===== src/rtl/snoop_capture_ring.sv =====
module snoop_capture_ring #(
  parameter int DATA_W = 8,
  parameter int IDX_W  = 8,
  parameter int ADDR_W = 16
) (
  input  logic              clk,
  input  logic              rst_n,
  input  logic              strobe_n,
  input  logic [DATA_W-1:0] bus_data,
  input  logic              pop_req,
  output logic              pop_done,
  output logic              pop_hit,
  output logic [DATA_W-1:0] pop_data,
  input  logic              init_req,
  input  logic [ADDR_W-1:0] init_base,
  output logic              busy,
  output logic              overflow,
  output logic              mst_req,
  output logic              mst_we,
  output logic [ADDR_W-1:0] mst_addr,
  output logic [DATA_W-1:0] mst_wdata,
  input  logic [DATA_W-1:0] mst_rdata,
  input  logic              mst_ack
);
  localparam int DEPTH = 1 << IDX_W;

  typedef enum logic [1:0] {S_IDLE, S_WB, S_INIT_RD, S_INIT_WR} state_t;

  state_t             st;
  logic [2:0]         cs_sync;
  logic [IDX_W-1:0]   wr_idx, rd_idx;
  logic [ADDR_W-1:0]  base, pend_base;
  logic [DATA_W-1:0]  init_val;
  logic [DATA_W-1:0]  mem [DEPTH];

  wire cs_fall  = cs_sync[2] & ~cs_sync[1];
  wire full     = (wr_idx + IDX_W'(1)) == rd_idx;
  wire has_data = wr_idx != rd_idx;

  always_ff @(posedge clk or negedge rst_n)
    if (!rst_n) cs_sync <= '1;
    else        cs_sync <= {cs_sync[1:0], strobe_n};

  always_ff @(posedge clk or negedge rst_n)
    if (!rst_n) begin
      wr_idx   <= '0;
      overflow <= 1'b0;
    end else if (cs_fall) begin
      if (full) overflow <= 1'b1;
      else      wr_idx   <= wr_idx + IDX_W'(1);
    end

  always_ff @(posedge clk)
    if (cs_fall && !full) mem[wr_idx] <= bus_data;

  always_ff @(posedge clk or negedge rst_n)
    if (!rst_n) begin
      st        <= S_IDLE;
      rd_idx    <= '0;
      base      <= '0;
      pend_base <= '0;
      init_val  <= '0;
      pop_done  <= 1'b0;
      pop_hit   <= 1'b0;
      pop_data  <= '0;
    end else begin
      pop_done <= 1'b0;
      unique case (st)
        S_IDLE:
          if (pop_req) begin
            pop_done <= 1'b1;
            pop_hit  <= has_data;
            if (has_data) begin
              pop_data <= mem[rd_idx];
              rd_idx   <= rd_idx + IDX_W'(1);
              if (base != '0) st <= S_WB;
            end else begin
              pop_data <= '1;
            end
          end else if (init_req) begin
            pend_base <= init_base;
            st        <= S_INIT_RD;
          end
        S_WB:
          if (mst_ack) st <= S_IDLE;
        S_INIT_RD:
          if (mst_ack) begin
            init_val <= mst_rdata;
            st       <= S_INIT_WR;
          end
        S_INIT_WR:
          if (mst_ack) begin
            base <= pend_base;
            st   <= S_IDLE;
          end
        default: st <= S_IDLE;
      endcase
    end

  assign busy      = st != S_IDLE;
  assign mst_req   = busy;
  assign mst_we    = st != S_INIT_RD;
  assign mst_addr  = (st == S_WB)      ? base - ADDR_W'(1) :
                     (st == S_INIT_RD) ? pend_base - ADDR_W'(2) :
                                         pend_base - ADDR_W'(1);
  assign mst_wdata = (st == S_INIT_WR) ? init_val : DATA_W'(rd_idx);
endmodule


===== config.mk =====
export PLATFORM = sky130hd
export DESIGN_NAME = snoop_capture_ring
export DESIGN_NICKNAME = d
export VERILOG_FILES = /design/src/rtl/snoop_capture_ring.sv
export SDC_FILE = /design/constraint.sdc
export NUM_CORES = 2
export LEC_CHECK = 0
export BUFFER_PORTS_ARGS = -buffer_cell sky130_fd_sc_hd__buf_4
export CORE_MARGIN = 5
export CORE_UTILIZATION = 30
export CTS_CLUSTER_DIAMETER = 40
export DETAILED_ROUTE_END_ITERATION = 10
export GPL_TIMING_DRIVEN = 0
export PLACE_DENSITY_LB_ADDON = 0.3
export SLEW_MARGIN = 30
export SYNTH_ARGS = -nofsm -noshare
export SYNTH_HDL_FRONTEND = slang
export SYNTH_SLANG_ARGS = --single-unit

===== constraint.sdc =====
create_clock -name clk -period 9 [get_ports clk]
set_input_delay 2.25 -clock clk [delete_from_list [all_inputs] [get_ports clk]]
set_output_delay 2.25 -clock clk [all_outputs]
set_load 0.01 [all_outputs]

==> metrics.md <==
| Metric | Value |
|---|---|
| IO Pins | 76 |
| Filler Cells Inserted | 25700 |
| Most common cell after layout, fill and taps aside | edfxtp_1 |
| Post-route cell area | 102000 sq um |
| Reg2reg end | pop_data[2] |
| CTS tree | built |
| Power Density | 358 nW/um^2 |
| Gr usage total | 22.8% |
| Crit path max fanout | 10 |
| Layout cells sized above 1 | 31.9% |
| HPWL Detailed | 226 mm |
| Hold slack final | 0.356 ns |
| Remaining Overflow, GRT | 0 |
| H-tree depth | 5 |
| Post-synth top flop | edfxtp_1 |
| Final core occ | 36.8% |
| Max VDD drop | 0.227 mV |
| Fin. Hold Viols | 0 |
| Worst-skew pair later-pin latency | 0.99 ns |
| GP Congestion | 0.986 |
| DRC | 0 |
| First-pass GRT wire length | 443 mm |
| Die Span Y | 538 um |
| Max-slew violation count | 0 |
| Antenna violations before repair | 30 |
| Library cells used by synthesis | 75 |
| Max cap viols | 0 |
| Starting Density | 30.1% |
| # setup viols final | 0 |
| Most frequent cells in the layout | edfxtp_1, mux4_2, clkbuf_16, nor2_1, mux2i_1 |
| Final Non-Filler Cells | 8558 |
| Hold Path Class | register to register |
| Routed wire length | 340 mm |
| Worst EP required | 6.75 ns |
| Cell mode on critical path | buf_2 |
| Reg2Reg Depth | 11 |
| Final worst path period need | 7.72 ns |
| Clock skew | 0.0927 ns |
| Clk pwr share | 36.3% |
| Clock sink count | 2120 |
| Port Buffers | 75 |
| R2R setup slack | 2.84 ns |
| Register Area | 63300 sq um |
| Setup Fix Bufs, Post-CTS | 0 |
| Tot Pwr | 36.7 mW |
| Setup Crit Path Kind | register to output port |
| Total CTS buffers | 340 |
| Nets | 4605 |
| Fmax | 130 MHz |
| CORE AREA | 279000 sq um |
| DRT antenna net count | 0 |
| Post-DP Area | 90900 sq um |
| Full die area | 290000 sq um |
| CP arrival | 5.47 ns |
| Sequential area share after synthesis | 75.6% |
| Cell count after synthesis | 4070 |
| Crit end category | output port |
| Register share of total power | 30.6% |
| Place WS | 2.43 ns |
| Clock root buffer | clkbuf_16 |
| Clock Pin Slew Worst Setup and Hold Paths | 0.06 ns |
| Mapped Nets | 4118 |
| Critical Path Max Stage Delay | 0.91 ns |
| Critical-path top delay cell | buf_2 |
| Setup TNS | 0 ns |
| Multi-input combinational cell area | 19200 sq um |
| Setup WS post-layout | 1.28 ns |
| Starting DRT DRC Count | 7454 |
| Number of synthesized flops with an enable pin | 2048 |
| Synth Area per Inst | 20.6 sq um |
| RSZ-0062 raised after global routing | no |
| FF-to-FF Start | rd_idx[2] |
| CTS-repair resized insts | 0 |
| Sw Pwr | 13.4 mW |
| Final period util | 85.7% |
| Chip Width | 538 um |
| Mapped Area | 83700 sq um |
| Fraction of registers with async set or reset after synthesis | 3.40% |
| Hold_buf cts | 0 |
| Pin count of the biggest net entering global routing | 113 |
| Relative slew slack | 24.8% |
| Crit path to | mst_wdata[2] |
| Leak Pwr | 32.8 nW |
| Core Rows | 194 |
| Startpoint Class | register |
| Synth warn | 0 |
| Comb power frac | 33.1% |
| CTS max path bufs | 4 |
| Switching part of the total | 36.6% |
| Vias in the first global route | 46200 |
| Worst Setup SP | rd_idx[2] |
| Vias per cell | 5.68 |
| Detailed-route wire length per cell | 39.8 um |
| Area Growth Syn to Fin | 22.3% |
| Power Internal | 23.3 mW |
| Worst-Margin Slew | 1.10 ns |
| Total number of vias | 48600 |
| CP Cell Sequence | buf_2 -> buf_2 -> buf_2 -> buf_2 -> buf_2 -> buf_2 -> mux2_2 -> buf_4 |
| Status | complete, no violations |
| DR pass1 iterations | 6 |
| Seq cells post-synth | 2120 |
| Cells after DPL | 7939 |
[cells in the mapped netlist, drive strengths merged (7+ instances only)]
| cell | n | share of area [%] |
|---|---|---|
| and2 | 7 | 0.052 |
| xor2 | 13 | 0.14 |
| nor2 | 314 | 1.4 |
| nand2 | 102 | 0.46 |
| ha | 10 | 0.15 |
| a221oi | 24 | 0.25 |
| nand3 | 34 | 0.20 |
| nor3 | 12 | 0.072 |
| o221ai | 18 | 0.19 |
| edfxtp | 2048 | 73 |
| o2111ai | 13 | 0.23 |
| a31oi | 21 | 0.16 |
| nor2b | 19 | 0.14 |
| o211ai | 14 | 0.16 |
| dfrtp | 69 | 2.1 |
| nand2b | 7 | 0.052 |
| xnor2 | 43 | 0.45 |
| nand4 | 12 | 0.090 |
| o21ai | 57 | 0.34 |
| a211oi | 23 | 0.21 |
| clkbuf | 101 | 0.45 |
| o22ai | 23 | 0.17 |
| or4 | 8 | 0.072 |
| a22oi | 43 | 0.39 |
| a21oi | 43 | 0.26 |
| inv | 20 | 0.090 |
| nor4 | 15 | 0.11 |
| mux2i | 178 | 2.1 |
| mux2 | 61 | 0.82 |
| buf | 146 | 1.2 |
| mux4 | 488 | 13 |
[worst min path at each step]
| stage | from | endpoint | cells past startpoint |
|---|---|---|---|
| after detailed placement | cs_sync[0] | cs_sync[1] | 0 |
| after global placement | cs_sync[0] | cs_sync[1] | 0 |
| after floorplan | cs_sync[0] | cs_sync[1] | 0 |
| final | cs_sync[0] | cs_sync[1] | 0 |
| after CTS | cs_sync[0] | cs_sync[1] | 0 |
| after global routing | cs_sync[0] | cs_sync[1] | 0 |
[power groups by stage]
stage | combinational [mW] | sequential, mW | clock [mW]
2_1_floorplan | 5.18 | 11.4 | 0
4_1_cts | 11.8 | 11.2 | 13.4
3_3_place_gp | 11.2 | 11.5 | 0
6_report | 12.1 | 11.2 | 13.3
5_1_grt | 12.0 | 11.3 | 13.8
3_5_place_dp | 11.7 | 11.4 | 0
[per-layer routing]
| layer | track usage (%) | part of all wire (%) | wire [um] |
|---|---|---|---|
| met5 | 0 | 0.020 | 67 |
| met4 | 11.9 | 6.3 | 21400 |
| met3 | 7.52 | 12 | 41000 |
| met2 | 33.1 | 43 | 147000 |
| met1 | 30.3 | 39 | 131000 |
[registers in the layout (all words and copies together) (netlist names)]
signal,flops
pop_hit,1
wr_idx,8
overflow,1
mem,2048
init_val,8
cs_sync,3
pop_done,1
rd_idx,8
pop_data,8
st,2
base,16
pend_base,16
[cell families (layout without fill, tap and decap cells)]
family                   Yosys count  in the layout  share of synthesized area (%)
AO/OA/AOI/OAI                    338            338                           2.99
XOR/XNOR                          56             56                          0.586
adder cells (fa/ha/maj)           10             10                          0.149
buffers and inverters            268           1019                           1.73
flip-flops                      2120           2120                           75.6
multiplexers                     727            727                           16.1
other                              0             13                              0
AND/OR/NAND/NOR                  551            551                           2.86
[worst max-delay path: cells and delay by family (launching register included)]
family	cells	cell delay (ns)
multiplexers	1	0.23
flip-flops	1	0.37
buffers and inverters	7	3.79
[final cells by class]
class | count | area share (%)
tap | 3724 | 4.55
timing repair buffer | 145 | 2.14
clock inverter | 233 | 2.65
multi-input combinational | 1682 | 18.7
antenna | 13 | 0.0318
clock buffer | 373 | 8.60
buffer | 247 | 1.45
sequential | 2120 | 61.8
inverter | 21 | 0.0769
Note: power is estimated with default switching activity, not from simulation.
